File: config.mk
export PLATFORM = sky130hd
export DESIGN_NAME = rx_dma_req_ctrl
export DESIGN_NICKNAME = d
export VERILOG_FILES = /design/src/rtl/rxreq_pkg.sv /design/src/rtl/rxreq_trigger.sv /design/src/rtl/rxreq_sizer.sv /design/src/rtl/rxreq_burst_fsm.sv /design/src/rtl/rx_dma_req_ctrl.sv
export SDC_FILE = /design/constraint.sdc
export NUM_CORES = 1
export LEC_CHECK = 0
export ABC_AREA = 1
export BUFFER_PORTS_ARGS = -buffer_cell sky130_fd_sc_hd__buf_2
export CELL_PAD_IN_SITES_DETAIL_PLACEMENT = 1
export CELL_PAD_IN_SITES_GLOBAL_PLACEMENT = 1
export CORE_ASPECT_RATIO = 0.9
export CORE_MARGIN = 2
export CORE_UTILIZATION = 40
export DETAILED_ROUTE_END_ITERATION = 12
export GPL_ROUTABILITY_DRIVEN = 1
export GPL_TIMING_DRIVEN = 0
export MAX_ROUTING_LAYER = met4
export PLACE_DENSITY_LB_ADDON = 0.05
export REMOVE_ABC_BUFFERS = 1
export SYNTH_ARGS = -nofsm -noshare
export SYNTH_HDL_FRONTEND = slang
export SYNTH_SLANG_ARGS = --single-unit
File: constraint.sdc
create_clock -name clk -period 7.4 [get_ports clk]
set_input_delay 0.37 -clock clk [delete_from_list [all_inputs] [get_ports clk]]
set_output_delay 0.37 -clock clk [all_outputs]
set_load 0.005 [all_outputs]
File: src/rtl/rxreq_pkg.sv
package rxreq_pkg;

    typedef enum logic [1:0] {
        ST_IDLE = 2'd0,
        ST_REQ  = 2'd1,
        ST_XFER = 2'd2
    } req_state_e;

    // Reasons that can raise a request, plus the veto
    typedef struct packed {
        logic thresh_hit;
        logic pkt_hit;
        logic spill_hit;
        logic blocked;
    } trig_t;

    function automatic int imax(input int a, input int b);
        return (a > b) ? a : b;
    endfunction

endpackage

File: src/rtl/rxreq_trigger.sv
module rxreq_trigger
    import rxreq_pkg::*;
#(
    parameter int LVL_W   = 10,
    parameter int SPACE_W = 16,
    parameter int CFG_W   = 4,
    parameter int QLOG    = 4
) (
    input  logic [LVL_W-1:0]   level,
    input  logic               pkt,
    input  logic [SPACE_W-1:0] space,
    input  logic [CFG_W-1:0]   thr_n,
    output trig_t              causes,
    output logic               want
);
    localparam int THR_W = CFG_W + QLOG + 1;
    localparam int CMP_W = imax(imax(LVL_W, SPACE_W), THR_W) + 1;

    logic [CMP_W-1:0] lvl_x;
    logic [CMP_W-1:0] spc_x;
    logic [CMP_W-1:0] thr_quads;

    always_comb begin
        lvl_x     = CMP_W'(level);
        spc_x     = CMP_W'(space);
        thr_quads = (CMP_W'(thr_n) + CMP_W'(1)) << QLOG;

        causes.thresh_hit = (lvl_x >= thr_quads);
        causes.pkt_hit    = pkt;
        causes.spill_hit  = (lvl_x > spc_x);
        causes.blocked    = (space == '0) || (level == '0);

        want = !causes.blocked &&
               (causes.thresh_hit || causes.pkt_hit || causes.spill_hit);
    end

endmodule

File: src/rtl/rxreq_sizer.sv
module rxreq_sizer
    import rxreq_pkg::*;
#(
    parameter int LVL_W   = 10,
    parameter int SPACE_W = 16,
    parameter int CFG_W   = 4,
    parameter int QLOG    = 4,
    parameter int BLEN_W  = CFG_W + QLOG + 1
) (
    input  logic [LVL_W-1:0]   level,
    input  logic [SPACE_W-1:0] space,
    input  logic [CFG_W-1:0]   burst_n,
    output logic [BLEN_W-1:0]  len
);
    localparam int CMP_W = imax(imax(LVL_W, SPACE_W), BLEN_W) + 1;

    logic [CMP_W-1:0] cap;
    logic [CMP_W-1:0] lvl_x;
    logic [CMP_W-1:0] spc_x;
    logic [CMP_W-1:0] data_lim;
    logic [CMP_W-1:0] smallest;

    always_comb begin
        cap      = (CMP_W'(burst_n) + CMP_W'(1)) << QLOG;
        lvl_x    = CMP_W'(level);
        spc_x    = CMP_W'(space);
        data_lim = (lvl_x < spc_x) ? lvl_x : spc_x;
        smallest = (data_lim < cap) ? data_lim : cap;
        // smallest never exceeds cap, which fits BLEN_W bits
        len      = BLEN_W'(smallest);
    end

endmodule

File: src/rtl/rxreq_burst_fsm.sv
module rxreq_burst_fsm
    import rxreq_pkg::*;
#(
    parameter int BLEN_W = 9
) (
    input  logic              clk,
    input  logic              rst,
    input  logic              want,
    input  logic              grant,
    input  logic              ack,
    input  logic [BLEN_W-1:0] len_in,
    output logic              bus_req,
    output logic [BLEN_W-1:0] burst_len
);
    req_state_e        state;
    logic [BLEN_W-1:0] len_q;
    logic [BLEN_W-1:0] remain;

    always_ff @(posedge clk) begin
        if (rst) begin
            state  <= ST_IDLE;
            len_q  <= '0;
            remain <= '0;
        end else begin
            unique case (state)
                ST_IDLE: begin
                    if (want) state <= ST_REQ;
                end
                ST_REQ: begin
                    if (grant) begin
                        if (len_in != '0) begin
                            state  <= ST_XFER;
                            len_q  <= len_in;
                            remain <= len_in;
                        end else begin
                            state <= ST_IDLE;
                        end
                    end
                end
                ST_XFER: begin
                    if (ack) begin
                        if (remain == BLEN_W'(1)) begin
                            state  <= ST_IDLE;
                            len_q  <= '0;
                            remain <= '0;
                        end else begin
                            remain <= remain - BLEN_W'(1);
                        end
                    end
                end
                default: state <= ST_IDLE;
            endcase
        end
    end

    assign bus_req   = (state != ST_IDLE);
    assign burst_len = len_q;

    // a pending request survives until grant
    a_r7_hold_until_grant: assert property (@(posedge clk) disable iff (rst)
        (state == ST_REQ && !grant) |=> bus_req);

    // request falls right after the completing acknowledge
    a_r8_drop_after_last: assert property (@(posedge clk) disable iff (rst)
        (state == ST_XFER && ack && remain == BLEN_W'(1)) |=> !bus_req);

    // granted length does not move during a burst
    a_r6_len_steady: assert property (@(posedge clk) disable iff (rst)
        (state == ST_XFER && !(ack && remain == BLEN_W'(1))) |=> $stable(burst_len));

    // an active burst never has zero length or an overrun count
    a_r10_no_empty_burst: assert property (@(posedge clk) disable iff (rst)
        (state == ST_XFER) |-> (burst_len != '0 && remain != '0 && remain <= burst_len));

endmodule

File: src/rtl/rx_dma_req_ctrl.sv
module rx_dma_req_ctrl
    import rxreq_pkg::*;
#(
    parameter int LVL_W   = 10,
    parameter int SPACE_W = 16,
    parameter int CFG_W   = 4,
    parameter int QLOG    = 4,
    localparam int BLEN_W = CFG_W + QLOG + 1
) (
    input  logic               clk,
    input  logic               rst,
    input  logic [LVL_W-1:0]   fifo_level,
    input  logic               pkt_ready,
    input  logic [SPACE_W-1:0] buf_space,
    input  logic               bus_grant,
    input  logic               xfer_ack,
    input  logic [CFG_W-1:0]   thr_sel,
    input  logic [CFG_W-1:0]   burst_sel,
    output logic               bus_req,
    output logic [BLEN_W-1:0]  burst_len
);
    trig_t             causes;
    logic              want;
    logic [BLEN_W-1:0] len_calc;

    rxreq_trigger #(
        .LVL_W(LVL_W), .SPACE_W(SPACE_W), .CFG_W(CFG_W), .QLOG(QLOG)
    ) u_trigger (
        .level  (fifo_level),
        .pkt    (pkt_ready),
        .space  (buf_space),
        .thr_n  (thr_sel),
        .causes (causes),
        .want   (want)
    );

    rxreq_sizer #(
        .LVL_W(LVL_W), .SPACE_W(SPACE_W), .CFG_W(CFG_W), .QLOG(QLOG), .BLEN_W(BLEN_W)
    ) u_sizer (
        .level   (fifo_level),
        .space   (buf_space),
        .burst_n (burst_sel),
        .len     (len_calc)
    );

    rxreq_burst_fsm #(
        .BLEN_W(BLEN_W)
    ) u_fsm (
        .clk       (clk),
        .rst       (rst),
        .want      (want),
        .grant     (bus_grant),
        .ack       (xfer_ack),
        .len_in    (len_calc),
        .bus_req   (bus_req),
        .burst_len (burst_len)
    );

    // with no host space an idle controller stays idle
    a_r5_blocked_no_req: assert property (@(posedge clk) disable iff (rst)
        (!bus_req && buf_space == '0) |=> !bus_req);

    // the length on the port never exceeds the largest programmable cap
    a_r6_len_limit: assert property (@(posedge clk) disable iff (rst)
        bus_req |-> (burst_len <= BLEN_W'((1 << CFG_W) << QLOG)));

endmodule

==> flow_metrics.tcl <==
set metrics [dict create \
    status "complete, no violations" \
    clk_pin_slew_ns 0.08 \
    crit_path_end_kind "register" \
    setup_viol 0 \
    fillers 721 \
    io_buffers 48 \
    design_area_um2 2440 \
    slew_headroom 0.118 \
    gr-total-overflow 0 \
    yosysWarnings 0 \
    fin_crit_ns 3.71 \
    ys_seq_elements 20 \
    grt_pass1_wl_mm 9.51 \
    fin_skew_ns 0.00123 \
    cts_num_sinks 20 \
    crit_arrival_ns 3.87 \
    layout-drive-gt1-share 0.173 \
    initial_core_util 0.410 \
    fp.coreArea_um2 5160 \
    diodes 0 \
    crit_fanout 25 \
    synthTopCellsByArea "dfxtp_1 (19%), ha_1 (14%), nand2_1 (13%)" \
    power_density_nw_per_um2 168 \
    drc_errors 0 \
    crit_required_ns 7.56 \
    clock_latency_ns 0.26 \
    finalHoldViolCount 0 \
    postSynthCellCount 337 \
    gr-usage-met3 0.0297 \
    cts_root_buffer "clkbuf_8" \
    utilization 0.474 \
    grt_max_degree 26 \
    yosysSeqAreaShare 0.189 \
    worstMarginPinSlew_ns 1.32 \
    rsz0062_at_grt "no" \
    syn-cell-area_um2 2110 \
    synth_edf_count 0 \
    wl_per_cell_um 12.5 \
    finalWirelength_mm 5.60 \
    antenna_found_initial 0 \
    nets 444 \
    worstHoldPathType "input port to register" \
    avgSynthCellArea_um2 6.27 \
    seq_area_um2 400 \
    post-route-period-util 0.501 \
    via_per_inst 4.91 \
    synth_compound_area_frac 0.132 \
    ir_drop_uv 101 \
    ioPinCount 49 \
    yosys.area.top_type "dfxtp_1" \
    synth_simple_gate_area_frac 0.386 \
    die_area_um2 5880 \
    busiest_layer "met2" \
    num_vias 2199 \
    whs_endpoint "u_fsm.state[0]$_SDFFE_PP0P_" \
    cp-start-kind "input port" \
    use_met1 0.296 \
    dp_hpwl_mm 4.66 \
    drt-pass1-iter-count 4 \
    slew_viol_final 0 \
    synth_top_family_by_area "simple AND/OR/NAND/NOR gates" \
    regToRegSetupSlack_ns 4.61 \
    power_leakage_nw 1.34 \
    holdPathStages 2 \
    worstHoldStart "rst" \
    grt_use_met2 0.326 \
    cts_setup_buffers 0 \
    postSynth.asyncResetShare 0 \
    cts_made_buffers 3 \
    syn_to_final_growth_pct 15.6 \
    worst_r2r_endpoint "u_fsm.burst_len[0]$_SDFFE_PP0P_" \
    synthAdderAreaFrac 0.136 \
    synth_xor_area_frac 0.0373 \
    fmax_mhz 270 \
    drtIter0Drc 61 \
    cts_buffer_depth 2 \
    htreeDepth 1 \
    setup-tns-final_ns 0 \
    cap_violations 0 \
    gp_congestion 0.817 \
    antenna_left 0 \
    dieWidth_um 80.6 \
    cts_resized 0 \
    cts_hold_buf 0 \
    die_h_um 73.0 \
    dpl_cell_area_um2 2390 \
    rows 25 \
    synthFlopType "dfxtp_1" \
    grt_pass1_vias 2125 \
    multi_input_area_um2 1460 \
    rr_worst_depth 9 \
    p_total_mw 0.410 \
    muxShareOfSynthArea 0 \
    worstSetupPathType "input port to register" \
    cts_tree "yes" \
    post_synth_num_cell_types 36 \
    grt_usage 0.211 \
    yosysTopAreaCellShare 0.189 \
    worstReg2RegStart "u_fsm.state[0]$_SDFFE_PP0P_" \
]
## power by group
group | total [mW] | switching [mW] | internal [mW]
logic | 0.185 | 0.110 | 0.0752
clock network | 0.0858 | 0.0383 | 0.0475
registers | 0.139 | 0.0132 | 0.126
total | 0.410 | 0.161 | 0.248
## routing by layer
layer,routed length [µm],vias up
met3,175,4
met2,2370,30
met1,3020,991
met4,34,0
li1,-,1174
met5,0,-
## final cells by class
class / instances / area share
Inverter: 54 / 0.0829
Clock buffer: 4 / 0.0225
Timing Repair Buffer: 48 / 0.0983
Tap cell: 67 / 0.0343
Sequential cell: 20 / 0.164
Multi-Input combinational cell: 255 / 0.598
## metrics by stage
stage	instances	setup slack, ns	hold slack [ns]
5_1_grt	448	3.30	0.294
2_1_floorplan	329	4.19	0.439
4_1_cts	448	3.69	0.275
3_5_place_dp	444	3.40	0.469
6_report	448	3.69	0.281
3_3_place_gp	444	3.49	0.464
## cells in the mapped netlist (2+ instances only)
master    number
nand2_1       75
a21oi_1       22
nor4_1         5
o211ai_1       2
nor2_1        40
xnor2_1        2
nand2_2        3
nor2_2         2
buf_6          2
xor2_1         7
nor3_1         4
nand2_4        3
nand4_1        4
nand3_1       22
nand3b_1      10
o21ai_0       18
clkbuf_1       2
buf_2          3
ha_1          23
dfxtp_1       20
inv_1         52
o21a_1         2
## worst max-delay path by stage
stage                              from                         endpoint  slack, ns  cells after the start
final                      buf_space[7]  u_fsm.burst_len[0]$_SDFFE_PP0P_       3.69                     23
after global routing       buf_space[5]  u_fsm.burst_len[0]$_SDFFE_PP0P_       3.30                     24
after CTS                  buf_space[7]  u_fsm.burst_len[0]$_SDFFE_PP0P_       3.69                     23
after detailed placement   buf_space[7]  u_fsm.burst_len[0]$_SDFFE_PP0P_       3.40                     23
after global placement    fifo_level[7]  u_fsm.burst_len[1]$_SDFFE_PP0P_       3.49                     22
after floorplan            buf_space[7]  u_fsm.burst_len[0]$_SDFFE_PP0P_       4.19                     20
## worst max-delay path: stages
cell,delay [ns]
buf_2,0.09
inv_1,0.05
ha_1,0.29
a21o_1,0.19
nor2_1,0.14
nand2_1,0.07
nand2_1,0.13
nand2_4,0.16
o21ai_0,0.31
inv_1,0.08
ha_1,0.32
a21oi_1,0.17
nand2_2,0.09
nand2_4,0.12
nand2_4,0.10
nand2_1,0.09
nand2_1,0.10
nor2_2,0.20
nand3_4,0.27
nand2_2,0.29
nand2_1,0.10
nand2_1,0.07
nor2_1,0.05
## registers in the layout, indices dropped and copies added, names as in the netlist
name and flops:
u_fsm.burst_len 9, u_fsm.remain 9, u_fsm.state 2
## cells by family (layout without fill, tap and decap cells)
logic type	Yosys count	after routing
buffers and inverters	62	106
XOR/XNOR	9	9
AND/OR/NAND/NOR	174	174
flip-flops	20	20
adder cells (fa/ha/maj)	23	23
AO/OA/AOI/OAI	49	49
## cells in the final DEF, fill, tap and decap left out, drive strengths merged
cell type,synthesis,final
and2,1,1
clkinv,1,1
inv,53,53
xnor2,2,2
a21o,1,1
a21oi,22,22
nand2,81,81
clkbuf,2,4
nor4,5,5
nand3b,10,10
a211oi,1,1
a31oi,1,1
o21ai,18,18
nand3,23,23
o31ai,1,1
buf,6,48
or3,1,1
dfxtp,20,20
a21boi,1,1
xor2,7,7
o211ai,2,2
nand4,4,4
or2,2,2
o21a,2,2
ha,23,23
nor2,43,43
nor3,4,4
Note: power is estimated with default switching activity, not from simulation.
